File: src/rtl/wdog_pkg.sv
`timescale 1ns/100ps
package wdog_pkg;

    // Register word offsets (byte addresses)
    localparam int OFS_LOAD  = 'h000;
    localparam int OFS_COUNT = 'h004;
    localparam int OFS_CTRL  = 'h008;
    localparam int OFS_CLEAR = 'h00C;
    localparam int OFS_RAW   = 'h010;
    localparam int OFS_MASK  = 'h014;
    localparam int OFS_LOCK  = 'hC00;

    // Control field layout
    localparam int CTRL_W   = 2;
    localparam int CTRL_RUN = 0;
    localparam int CTRL_RST = 1;

    typedef enum logic [2:0] {
        ST_IDLE,
        ST_FIRST,
        ST_SECOND,
        ST_BARK,
        ST_PARKED
    } wd_state_e;

endpackage

File: src/rtl/wdog_lock.sv
`timescale 1ns/100ps
module wdog_lock #(
    parameter int          ADDR_W = 12,
    parameter int          DATA_W = 32,
    parameter logic [31:0] KEY    = 32'h1ACCE551
) (
    input  logic              clk,
    input  logic              rst_n,
    input  logic [ADDR_W-1:0] bus_addr,
    input  logic              bus_we,
    input  logic [DATA_W-1:0] bus_wdata,
    output logic              unlocked
);
    import wdog_pkg::*;

    logic hit;
    assign hit = bus_we && (bus_addr == ADDR_W'(OFS_LOCK));

    always_ff @(posedge clk or negedge rst_n) begin
        if (!rst_n) begin
            unlocked <= 1'b0;
        end else if (hit) begin
            unlocked <= (bus_wdata == DATA_W'(KEY));
        end
    end

endmodule

File: src/rtl/wdog_regs.sv
`timescale 1ns/100ps
module wdog_regs #(
    parameter int ADDR_W = 12,
    parameter int DATA_W = 32
) (
    input  logic                        clk,
    input  logic                        rst_n,
    input  logic [ADDR_W-1:0]           bus_addr,
    input  logic                        bus_we,
    input  logic [DATA_W-1:0]           bus_wdata,
    input  logic                        unlocked,
    output logic [DATA_W-1:0]           load_q,
    output logic [wdog_pkg::CTRL_W-1:0] ctrl_q,
    output logic                        load_wr,
    output logic                        clr_wr,
    output logic [DATA_W-1:0]           reload_val
);
    import wdog_pkg::*;

    logic cfg_ok;
    logic ctrl_wr;

    assign cfg_ok  = bus_we && unlocked;
    assign load_wr = cfg_ok && (bus_addr == ADDR_W'(OFS_LOAD));
    assign ctrl_wr = cfg_ok && (bus_addr == ADDR_W'(OFS_CTRL));
    assign clr_wr  = cfg_ok && (bus_addr == ADDR_W'(OFS_CLEAR));

    // A reload write is seen by the counter in the same cycle as the register
    assign reload_val = load_wr ? bus_wdata : load_q;

    always_ff @(posedge clk or negedge rst_n) begin
        if (!rst_n) begin
            load_q <= '1;
            ctrl_q <= '0;
        end else begin
            if (load_wr) load_q <= bus_wdata;
            if (ctrl_wr) ctrl_q <= bus_wdata[CTRL_W-1:0];
        end
    end

endmodule

File: src/rtl/wdog_core.sv
`timescale 1ns/100ps
module wdog_core #(
    parameter int DATA_W = 32
) (
    input  logic                clk,
    input  logic                rst_n,
    input  logic                en,
    input  logic                rst_en,
    input  logic                load_wr,
    input  logic                clr_wr,
    input  logic [DATA_W-1:0]   reload_val,
    input  logic [DATA_W-1:0]   load_q,
    output logic [DATA_W-1:0]   cnt_q,
    output wdog_pkg::wd_state_e state_q,
    output logic                irq_raw,
    output logic                bark
);
    import wdog_pkg::*;

    wd_state_e nxt;
    logic      at_zero;
    logic      counting;
    logic      expire;

    assign at_zero  = (cnt_q == '0);
    assign counting = en && ((state_q == ST_FIRST) || (state_q == ST_SECOND));
    assign expire   = counting && at_zero && !load_wr && !clr_wr;

    // State register
    always_ff @(posedge clk or negedge rst_n) begin
        if (!rst_n) state_q <= ST_IDLE;
        else        state_q <= nxt;
    end

    // Transitions
    always_comb begin
        nxt = state_q;
        unique case (state_q)
            ST_IDLE: begin
                if (en) nxt = ST_FIRST;                     // start
            end
            ST_FIRST: begin
                if (!en)         nxt = ST_IDLE;             // stop
                else if (expire) nxt = ST_SECOND;           // expire
            end
            ST_SECOND: begin
                if (clr_wr)                nxt = en ? ST_FIRST : ST_IDLE;  // service
                else if (!en)              nxt = ST_PARKED;                // stop
                else if (expire && rst_en) nxt = ST_BARK;                  // bite
            end
            ST_BARK: begin
                if (clr_wr)   nxt = en ? ST_FIRST : ST_IDLE; // service
                else if (!en) nxt = ST_PARKED;               // stop
            end
            ST_PARKED: begin
                if (clr_wr)  nxt = en ? ST_FIRST : ST_IDLE;  // service
                else if (en) nxt = ST_SECOND;                // resume
            end
            default: nxt = ST_IDLE;
        endcase
    end

    // Outputs
    always_comb begin
        irq_raw = (state_q == ST_SECOND) || (state_q == ST_BARK) || (state_q == ST_PARKED);
        bark    = (state_q == ST_BARK);
    end

    // Down-counter
    always_ff @(posedge clk or negedge rst_n) begin
        if (!rst_n) begin
            cnt_q <= '1;
        end else if (clr_wr || (load_wr && state_q != ST_BARK)) begin
            cnt_q <= reload_val;
        end else if (counting) begin
            if (at_zero) cnt_q <= (state_q == ST_SECOND && rst_en) ? '0 : load_q;
            else         cnt_q <= cnt_q - 1'b1;
        end
    end

endmodule

File: src/rtl/wdog_two_stage.sv
`timescale 1ns/100ps
module wdog_two_stage #(
    parameter int          ADDR_W = 12,
    parameter int          DATA_W = 32,
    parameter logic [31:0] KEY    = 32'h1ACCE551
) (
    input  logic              clk,
    input  logic              rst_n,
    input  logic [ADDR_W-1:0] bus_addr,
    input  logic              bus_we,
    input  logic [DATA_W-1:0] bus_wdata,
    output logic [DATA_W-1:0] bus_rdata,
    output logic              irq_o,
    output logic              sys_rst_o
);
    import wdog_pkg::*;

    logic              unlocked;
    logic [DATA_W-1:0] load_q;
    logic [CTRL_W-1:0] ctrl_q;
    logic              load_wr;
    logic              clr_wr;
    logic [DATA_W-1:0] reload_val;
    logic [DATA_W-1:0] cnt_q;
    wd_state_e         state_q;
    logic              irq_raw;
    logic              bark;

    wdog_lock #(.ADDR_W(ADDR_W), .DATA_W(DATA_W), .KEY(KEY)) u_lock (
        .clk(clk), .rst_n(rst_n), .bus_addr(bus_addr), .bus_we(bus_we),
        .bus_wdata(bus_wdata), .unlocked(unlocked)
    );

    wdog_regs #(.ADDR_W(ADDR_W), .DATA_W(DATA_W)) u_regs (
        .clk(clk), .rst_n(rst_n), .bus_addr(bus_addr), .bus_we(bus_we),
        .bus_wdata(bus_wdata), .unlocked(unlocked), .load_q(load_q),
        .ctrl_q(ctrl_q), .load_wr(load_wr), .clr_wr(clr_wr),
        .reload_val(reload_val)
    );

    wdog_core #(.DATA_W(DATA_W)) u_core (
        .clk(clk), .rst_n(rst_n), .en(ctrl_q[CTRL_RUN]), .rst_en(ctrl_q[CTRL_RST]),
        .load_wr(load_wr), .clr_wr(clr_wr), .reload_val(reload_val),
        .load_q(load_q), .cnt_q(cnt_q), .state_q(state_q),
        .irq_raw(irq_raw), .bark(bark)
    );

    assign irq_o     = irq_raw && ctrl_q[CTRL_RUN];
    assign sys_rst_o = bark;

    always_comb begin
        unique case (bus_addr)
            ADDR_W'(OFS_LOAD):  bus_rdata = load_q;
            ADDR_W'(OFS_COUNT): bus_rdata = cnt_q;
            ADDR_W'(OFS_CTRL):  bus_rdata = DATA_W'(ctrl_q);
            ADDR_W'(OFS_RAW):   bus_rdata = DATA_W'(irq_raw);
            ADDR_W'(OFS_MASK):  bus_rdata = DATA_W'(irq_o);
            ADDR_W'(OFS_LOCK):  bus_rdata = DATA_W'(!unlocked);
            default:            bus_rdata = '0;
        endcase
    end

endmodule

File: config.mk
export PLATFORM = sky130hd
export DESIGN_NAME = wdog_two_stage
export DESIGN_NICKNAME = d
export VERILOG_FILES = /design/src/rtl/wdog_pkg.sv /design/src/rtl/wdog_lock.sv /design/src/rtl/wdog_regs.sv /design/src/rtl/wdog_core.sv /design/src/rtl/wdog_two_stage.sv
export SDC_FILE = /design/constraint.sdc
export NUM_CORES = 1
export LEC_CHECK = 0
export ABC_AREA = 1
export BUFFER_PORTS_ARGS = -buffer_cell sky130_fd_sc_hd__buf_2
export CAP_MARGIN = 20
export CORE_MARGIN = 1.5
export CORE_UTILIZATION = 55
export DETAILED_ROUTE_END_ITERATION = 8
export GPL_ROUTABILITY_DRIVEN = 1
export PLACE_DENSITY = 0.87
export SYNTH_ARGS = -nofsm -noshare
export SYNTH_HDL_FRONTEND = slang
export SYNTH_SLANG_ARGS = --single-unit
File: constraint.sdc
create_clock -name clk -period 2.4 [get_ports clk]
set_input_delay 0.12 -clock clk [delete_from_list [all_inputs] [get_ports clk]]
set_output_delay 0.12 -clock clk [all_outputs]
set_load 0.03 [all_outputs]
== Yosys cells after proc, flatten, opt, wreduce, memory -nomap -nowiden ==
Cells that the tools add are included.
Operators by class
  reduce and logical (&&, ||, !) cells: 25
  multiplexer cells: 18
  equality and inequality tests: 17
  add/subtract/negate cells: 1
Operators with widths (count)
  $pmux W32 S6: 1
  $mux W32: 5
  $eq A32 B29 Y1 const B: 1
  $logic_not A32 Y1: 1
  $sub A32 B1 Y32 const B: 1
  $mux W3: 10
  $eq A12 B4 Y1 const B: 2
  $eq A12 B5 Y1 const B: 2
  $pmux W3 S5: 1
  $logic_and A1 B1 Y1: 13
  $eq A12 B12 Y1 const B: 1
  $eq A12 B3 Y1 const B: 1
  $logic_not A12 Y1: 1
  $ne A3 B2 Y1 const B: 4
  $eq A3 B2 Y1 const B: 2
  $reduce_and A5 Y1: 1
  $logic_or A1 B1 Y1: 4
  $ne A4 B3 Y1 const B: 1
  $eq A3 B1 Y1 const B: 1
  $eq A3 B3 Y1 const B: 1
  $logic_not A1 Y1: 3
  $logic_not A3 Y1: 1
  $ne A2 B2 Y1 const B: 1
  $reduce_bool A2 Y1: 1
  $mux W1: 1
Storage, ports and cells
  flip-flop bits (word level): 70
  output and inout bits: 34
  input port bits: 47
  logic and storage cells: 66

== Longest topological paths before layout ==
Gate-level depths: netlist of the first run.
  depth in word-level cells: 11
  mapped depth: 13
  gate-level depth less buffers: 12

== Modules after synthesis ==
Synthesis of the first run repeated with hierarchy kept, for this count alone.
Second synthesis, totals
  cells, all modules: 938
  area, all modules: 5820.6 µm²
By module, submodules not included
  wdog_core: area an instance 3405.8 µm², cells each 568, instances 1, sequential area each 915.9 µm²
  wdog_regs: area an instance 1515.2 µm², cells each 166, instances 1, sequential area each 890.9 µm²
  wdog_two_stage: area an instance 615.6 µm², cells each 138, instances 1, sequential area each 0.0 µm²
  wdog_lock: area an instance 284.0 µm², cells each 66, instances 1, sequential area each 25.0 µm²

== Worst setup path after synthesis of the first run ==
No wires, ideal clock.
  path type: register to output
  from: register u_core.state_q[0]
  to: output port bus_rdata[0]
  stages on the path, launching flop included: 7
  required time: 2280 ps
  setup slack: 471 ps
  path buffers: 0
  arrival time: 1809 ps
  cells stage by stage: dfrtp_1 -> or2_2 -> nor2_1 -> nor2_1 -> nor2_1 -> nand4_1 -> nand3_1
Between the ends
  longest elaborated chain between the ends: 5
  elaborated cells between the ends (all ways): 7
  classes of those cells: eq/ne: 3; mux: 1; reduce/logical: 3
RTL lines
  from (decl): RTL line wdog_core.sv:14  | output wdog_pkg::wd_state_e state_q,
  from (signal assigned): RTL line wdog_core.sv:32  | else state_q <= nxt;
  $eq A3 B2 Y1: RTL line wdog_core.sv:65  | irq_raw = (state_q == ST_SECOND) || (state_q == ST_BARK) || (state_q == ST_PARKED);
  $logic_or A1 B1 Y1: RTL line wdog_core.sv:65
  $logic_or A1 B1 Y1 (*): RTL line wdog_core.sv:65
  $logic_and A1 B1 Y1 (*): RTL line wdog_two_stage.sv:48  | assign irq_o = irq_raw && ctrl_q[CTRL_RUN];
  net irq_o: RTL line wdog_two_stage.sv:13  | output logic irq_o,
  $pmux W32 S6 (*): RTL line wdog_two_stage.sv:52  | unique case (bus_addr)
  to (decl): RTL line wdog_two_stage.sv:12  | output logic [DATA_W-1:0] bus_rdata,
Mark *: on every way through the listed nets, which the timed path passes. The rest lies on a longest branch.

== Final worst setup path of the first run ==
  from: register u_core.state_q[0]
  to: output port bus_rdata[0]
Between the ends
  longest elaborated chain between the ends: 5
  elaborated cells between the ends (all ways): 7
  classes of those cells: eq/ne: 3; mux: 1; reduce/logical: 3
RTL lines (RTL line)
  $eq A3 B2 Y1: wdog_core.sv:65
  $logic_or A1 B1 Y1: wdog_core.sv:65
  $logic_or A1 B1 Y1 (*): wdog_core.sv:65
  $logic_and A1 B1 Y1: wdog_two_stage.sv:48
  $pmux W32 S6 (*): wdog_two_stage.sv:52
Mark *: on every way between the ends. The rest lies on a longest branch, timed or not.

==> results of run 1 <==
metal layers:
layer  vias up  part of all wire (%)  track usage, %
li1       2986                     -               -
met1      2863                    41            42.3
met2       338                    47            57.6
met3        71                   8.2            6.03
met4         0                   4.6            19.0
met5         -                     0               0
sequential cells by signal, indices dropped and copies added (netlist names):
name and cells:
u_lock.unlocked 1, u_core.cnt_q 32, u_core.state_q 3, u_regs.load_q 32, u_regs.ctrl_q 2
per-stage QoR:
stage,worst slack [ns],utilization [%],power [uW],cells
global route,0.0728,65.6,2580,1110
detailed placement,0.458,61.6,1310,1080
finish,0.215,65.6,2530,1110
CTS,0.260,65.6,2520,1110
global placement,0.469,61.6,1310,1080
floorplan,0.471,-,1230,883
worst max-delay path: stages, from the launching register on:
cell	delay [ns]
dfrtp_1	0.44
or2_2	0.32
nor2_1	0.23
nor2_1	0.11
nor2_1	0.16
nand4_1	0.11
nand3_1	0.12
buf_2	0.20
final timing paths:
| kind | startpoint | endpoint |
|---|---|---|
| worst min register to register | u_core.cnt_q[31] | u_core.cnt_q[31] |
| min in group asynchronous | rst_n | u_core.state_q[1] |
| worst min-delay path | bus_wdata[22] | u_regs.load_q[22] |
| max in group asynchronous | rst_n | u_core.cnt_q[20] |
| worst max-delay path | u_core.state_q[0] | bus_rdata[0] |
| worst max register to register | u_core.state_q[2] | u_core.cnt_q[18] |
logic make-up (layout without fill, tap and decap cells):
group                    after synthesis  in the layout  share of synthesized area [%]
adder cells (fa/ha/maj)                2              2                          0.453
AO/OA/AOI/OAI                         85             85                           8.57
AND/OR/NAND/NOR                      579            579                           45.3
flip-flops                            70             70                           33.2
XOR/XNOR                              12             12                           1.90
buffers and inverters                135            229                           10.6
cells in the mapped netlist, drive strengths merged:
cell type / n / area (sq um)
o22ai: 10 / 62.6
inv: 103 / 389
nand3: 117 / 598
ha: 2 / 25.0
and3: 2 / 12.5
dfrtp: 6 / 150
nand2: 310 / 1180
a21oi: 23 / 115
xor2: 5 / 43.8
o21ai: 43 / 226
nand4: 15 / 100
clkbuf: 7 / 26.3
nor4: 3 / 18.8
o211ai: 4 / 30.0
or2: 2 / 12.5
xnor2: 7 / 61.3
dfstp: 64 / 1680
o21bai: 3 / 22.5
o32ai: 1 / 8.76
nand3b: 1 / 7.51
a211oi: 1 / 7.51
buf: 25 / 168
nor3: 3 / 15.0
nor2: 126 / 552
power groups by stage:
stage / combinational (uW) / sequential, uW / clock (uW)
global placement: 102 / 1200 / 0
detailed placement: 104 / 1200 / 0
finish: 123 / 1190 / 1220
global route: 137 / 1190 / 1260
CTS: 121 / 1190 / 1220
floorplan: 24.5 / 1200 / 0
final cells by class:
| class | count | area share (%) |
|---|---|---|
| Timing Repair Buffer | 110 | 10.5 |
| Clock buffer | 11 | 2.21 |
| Tap cell | 133 | 2.60 |
| Clock inverter | 5 | 1.66 |
| Multi-Input combinational cell | 678 | 48.4 |
| Sequential cell | 70 | 28.6 |
| Inverter | 103 | 6.07 |
==> impl_metrics.json, run 1 <==
{
  "p_leak_uw": 0.00320,
  "final_common_cell": "nand2_1",
  "reg2reg_slack_ns": 0.38,
  "dieHeight_microns": 103,
  "status": "finished clean",
  "num_vias": 6258,
  "combPwrFrac_pct": 4.9,
  "yosysSeqAreaShare_pct": 33.2,
  "hold_viol_final": 0,
  "antenna_found_initial": 0,
  "cts_sinks": 70,
  "hold_path.class": "in -> reg",
  "power_per_cell_area_nw_per_um2": 394,
  "p_int_uw": 1960,
  "p_clk_share_pct": 48.2,
  "nNetsFinal": 1021,
  "rows": 36,
  "grt_setup_unrepaired": "no",
  "fin_worst_skew_ns": 0.0124,
  "drt_iter0_markers": 567,
  "ios": 81,
  "hold_depth": 3,
  "dp_hpwl_mm": 12.5,
  "syn_to_final_growth_pct": 16.2,
  "yosys_warnings": 0,
  "max_cap_viol_count": 0,
  "ctsResizeCount": 0,
  "wl_mm": 17.5,
  "hold_buffers": 14,
  "finalInstanceArea_sq_um": 6410,
  "wl_per_cell_microns": 15.8,
  "clkTransAtPathRegs_ns": 0.08,
  "holdWs_ns": 0.00669,
  "num_antenna_cells": 0,
  "p_sw_uw": 568,
  "htreeDepth": 3,
  "cts_made_buffers": 9,
  "via_per_inst": 5.64,
  "fin_tns_setup_ns": 0,
  "nFillCells": 916,
  "root_buffer": "clkbuf_8",
  "slew_headroom_pct": 44.5,
  "start_kind": "flip-flop",
  "syn_nets": 932,
  "track_usage_pct": 34.5,
  "drv_slew": 0,
  "cp.required_ns": 2.28,
  "drc_errors": 0,
  "multi_input_area_sq_um": 3100,
  "fmax_ghz": 0.458,
  "crit_path_end_kind": "output pin",
  "clk_latency_ns": 0.37,
  "grt_max_degree": 33,
  "fin_crit_sh_pct": 91.0,
  "crit_path_max_fanout": 6,
  "worst_pin_slew_ns": 0.825,
  "die_area_sq_um": 10600,
  "critPathArrivalTime_ns": 2.06,
  "seq_area_sq_um": 1830,
  "grt_pass1_vias": 5825,
  "cts_setup_buffers": 0,
  "synth.avg_cell_area_sq_um": 6.25,
  "place.gp.congestion": 1.00,
  "p_seq_share_pct": 46.9,
  "layout_common_cells": "302 x nand2_1, 116 x nand3_1, 110 x nor2_1",
  "io_buffers": 80,
  "ys_types": 36,
  "grt_pass1_wl_mm": 28.0,
  "rr_worst_depth": 11,
  "swShare_pct": 22.5,
  "ys_ff_latch": 70,
  "antenna_left": 0,
  "dieWidth_microns": 103,
  "cts_tree": "built",
  "clockBufferDepth": 2,
  "drive_gt1_share_pct": 21.5,
  "placed_area_sq_um": 6020,
  "overflow": 0,
  "setup_viol": 0,
  "syn-cell-area_sq_um": 5520,
  "dr.pass1.iters": 5,
  "crit_type": "reg -> out",
  "ir_drop_v": 0.000314,
  "core_sq_um": 9770,
  "start_util_pct": 56.5,
  "finalCriticalPeriod_ns": 2.18,
  "syn-instance-count": 883
}
Power figures use the tool's default switching activity.
==> inputs of run 2 (changes only) <==
--- a/config.mk
+++ b/config.mk
@@ -8,11 +8,13 @@
 export ABC_AREA = 1
 export BUFFER_PORTS_ARGS = -buffer_cell sky130_fd_sc_hd__buf_2
 export CAP_MARGIN = 20
+export CELL_PAD_IN_SITES_DETAIL_PLACEMENT = 2
+export CELL_PAD_IN_SITES_GLOBAL_PLACEMENT = 2
 export CORE_MARGIN = 1.5
-export CORE_UTILIZATION = 55
+export CORE_UTILIZATION = 33
 export DETAILED_ROUTE_END_ITERATION = 8
 export GPL_ROUTABILITY_DRIVEN = 1
-export PLACE_DENSITY = 0.87
+export PLACE_DENSITY = 0.95
 export SYNTH_ARGS = -nofsm -noshare
 export SYNTH_HDL_FRONTEND = slang
 export SYNTH_SLANG_ARGS = --single-unit
==> run 2 against run 1 <==
Critical path depth unchanged; count of clock-buffer cells in the layout shrank 1; die area rose by 64%; largest power group unchanged; combinational power up 5%; clock skew rose by 0.0033 ns; clock power increased by 21%; flip-flop and latch count unchanged; via count increased by 9.7%; utilization shrank 26 points; wire length increased by 72%.
==> impl_metrics.json, run 2 (synthesized netlist as in run 1, its figures left out) <==
{
  "fmax_ghz": 0.432,
  "dieWidth_microns": 132,
  "hold_path.class": "in -> reg",
  "hold_viol_final": 0,
  "die_area_sq_um": 17500,
  "crit_path_end_kind": "output pin",
  "crit_path_max_fanout": 6,
  "placed_area_sq_um": 6150,
  "io_buffers": 80,
  "max_cap_viol_count": 0,
  "clk_latency_ns": 0.38,
  "ctsResizeCount": 0,
  "status": "finished clean",
  "crit_path_frequent_cell": "nor2_1",
  "drt_iter0_markers": 497,
  "place.gp.congestion": 0.912,
  "largestRegisters": "u_core.cnt_q: 32 flops, u_regs.load_q: 32 flops, u_core.state_q: 3 flops",
  "worst_pin_slew_ns": 0.685,
  "root_buffer": "clkbuf_16",
  "via_per_inst": 5.76,
  "overflow": 0,
  "hold_depth": 3,
  "p_clk_share_pct": 53.0,
  "dp_hpwl_mm": 20.2,
  "final_common_cell": "nand2_1",
  "nNetsFinal": 1016,
  "finalInstanceArea_sq_um": 6540,
  "p_seq_share_pct": 42.4,
  "critPathArrivalTime_ns": 2.19,
  "p_leak_uw": 0.00322,
  "antenna_found_initial": 0,
  "worstHoldStart": "bus_wdata[12]",
  "num_antenna_cells": 0,
  "wl_per_cell_microns": 25.3,
  "max_stage_delay_ns": 0.43,
  "p_int_uw": 2060,
  "rr_worst_depth": 10,
  "slew_headroom_pct": 53.9,
  "finalCriticalPeriod_ns": 2.31,
  "power_per_cell_area_nw_per_um2": 428,
  "clockBufferDepth": 2,
  "grt_pass1_vias": 7695,
  "grt_max_degree": 71,
  "wl_mm": 30.1,
  "num_vias": 6867,
  "grt_pass1_wl_mm": 45.5,
  "cts_sinks": 70,
  "dr.pass1.iters": 5,
  "ir_drop_v": 0.000518,
  "crit_chain": "or2_2 > nor2_1 > nor2_1 > nor2_1 > nand4_1 > nand3_1 > buf_2",
  "fin_worst_skew_ns": 0.0157,
  "reg2reg_slack_ns": 0.11,
  "track_usage_pct": 34.5,
  "rows": 47,
  "layout_common_cells": "302 x nand2_1, 116 x nand3_1, 110 x nor2_1",
  "start_util_pct": 33.5,
  "ios": 81,
  "clkTransAtPathRegs_ns": 0.08,
  "swShare_pct": 26.3,
  "dp_slack_ns": 0.0803,
  "syn_to_final_growth_pct": 18.4,
  "r2r_end": "u_core.cnt_q[13]",
  "fin_crit_sh_pct": 96.4,
  "finalWorstSetupSlack_ns": 0.0863,
  "drc_errors": 0,
  "antenna_left": 0,
  "cts_made_buffers": 9,
  "slowest_stage": "dfrtp_1",
  "crit_path_start": "u_core.state_q[0]",
  "dieHeight_microns": 132,
  "cp.required_ns": 2.28,
  "drive_gt1_share_pct": 22.2,
  "holdPathEnd": "u_regs.load_q[12]",
  "crit_type": "reg -> out",
  "r2r_start": "u_core.cnt_q[0]",
  "core_sq_um": 16500,
  "setup_viol": 0,
  "drv_slew": 0,
  "htreeDepth": 3,
  "start_kind": "flip-flop",
  "p_sw_uw": 735,
  "combPwrFrac_pct": 4.6,
  "cts_tree": "built",
  "fin_tns_setup_ns": 0
}
==> run 2: cell count changes in the layout (fill, tap and decap cells not counted) <==
cell / change
clkbuf_8: -9
clkinv_2: +3
buf_12: +2
clkbuf_16: +9
buf_4: +3
bufinv_16: -2
clkbuf_1: -1
dlygate4sd3_1: -10
==> run 2: stage by stage <==
step           hold slack [ns]  std cells  total power (uW)  util (%)
6_report               0.00248       1192              2790      39.7
5_1_grt                 0.0414       1192              2840      39.7
2_1_floorplan           -0.176        883              1230         -
3_5_place_dp             0.182       1168              1320      37.4
4_1_cts                0.00237       1188              2790      39.4
3_3_place_gp             0.180       1168              1310      37.4
==> run 2: how the worst max path moves through the flow <==
| stage | to | cells after the start |
|---|---|---|
| 2_1_floorplan | bus_rdata[0] | 6 |
| 3_3_place_gp | bus_rdata[1] | 10 |
| 3_5_place_dp | bus_rdata[6] | 10 |
| 4_1_cts | bus_rdata[6] | 10 |
| 5_1_grt | bus_rdata[0] | 7 |
| 6_report | bus_rdata[0] | 7 |
==> run 2: area by class of cell <==
type	instances	area (sq um)
Fill cell	2069	9930
Multi-Input combinational cell	678	3100
Sequential cell	70	1830
Timing Repair Buffer	105	636
Inverter	103	389
Tap cell	220	275
Clock buffer	10	239
Clock inverter	6	61.3
==> run 2: metal layers <==
| layer | global-route usage [%] | up-vias | wire, microns |
|---|---|---|---|
| met4 | 19.4 | 0 | 1310 |
| met3 | 5.88 | 93 | 1750 |
| met1 | 43.0 | 3506 | 12600 |
| met2 | 56.5 | 289 | 14500 |
| li1 | - | 2979 | - |
| met5 | 1.39 | - | 0 |
==> run 2: timing repair <==
action | in CTS | in global routing
hold buffers | 4 | 0
endpoints found under the setup margin | 0 | 14
endpoints found under the hold margin | 9 | 0
setup buffers | 0 | 3
==> run 2: critical path, delay by kind of cell, from the launching register on <==
family                 cells  cell delay [ns]
buffers and inverters      1             0.20
DFF                        1             0.43
and+or+nand+nor            6             1.19
==> run 2: power groups by stage <==
stage / sequential (uW) / combinational, uW / clock [uW]
after floorplan: 1200 / 24.5 / 0
after global placement: 1200 / 111 / 0
after detailed placement: 1200 / 117 / 0
after CTS: 1190 / 126 / 1480
after global routing: 1190 / 137 / 1520
final: 1190 / 129 / 1480
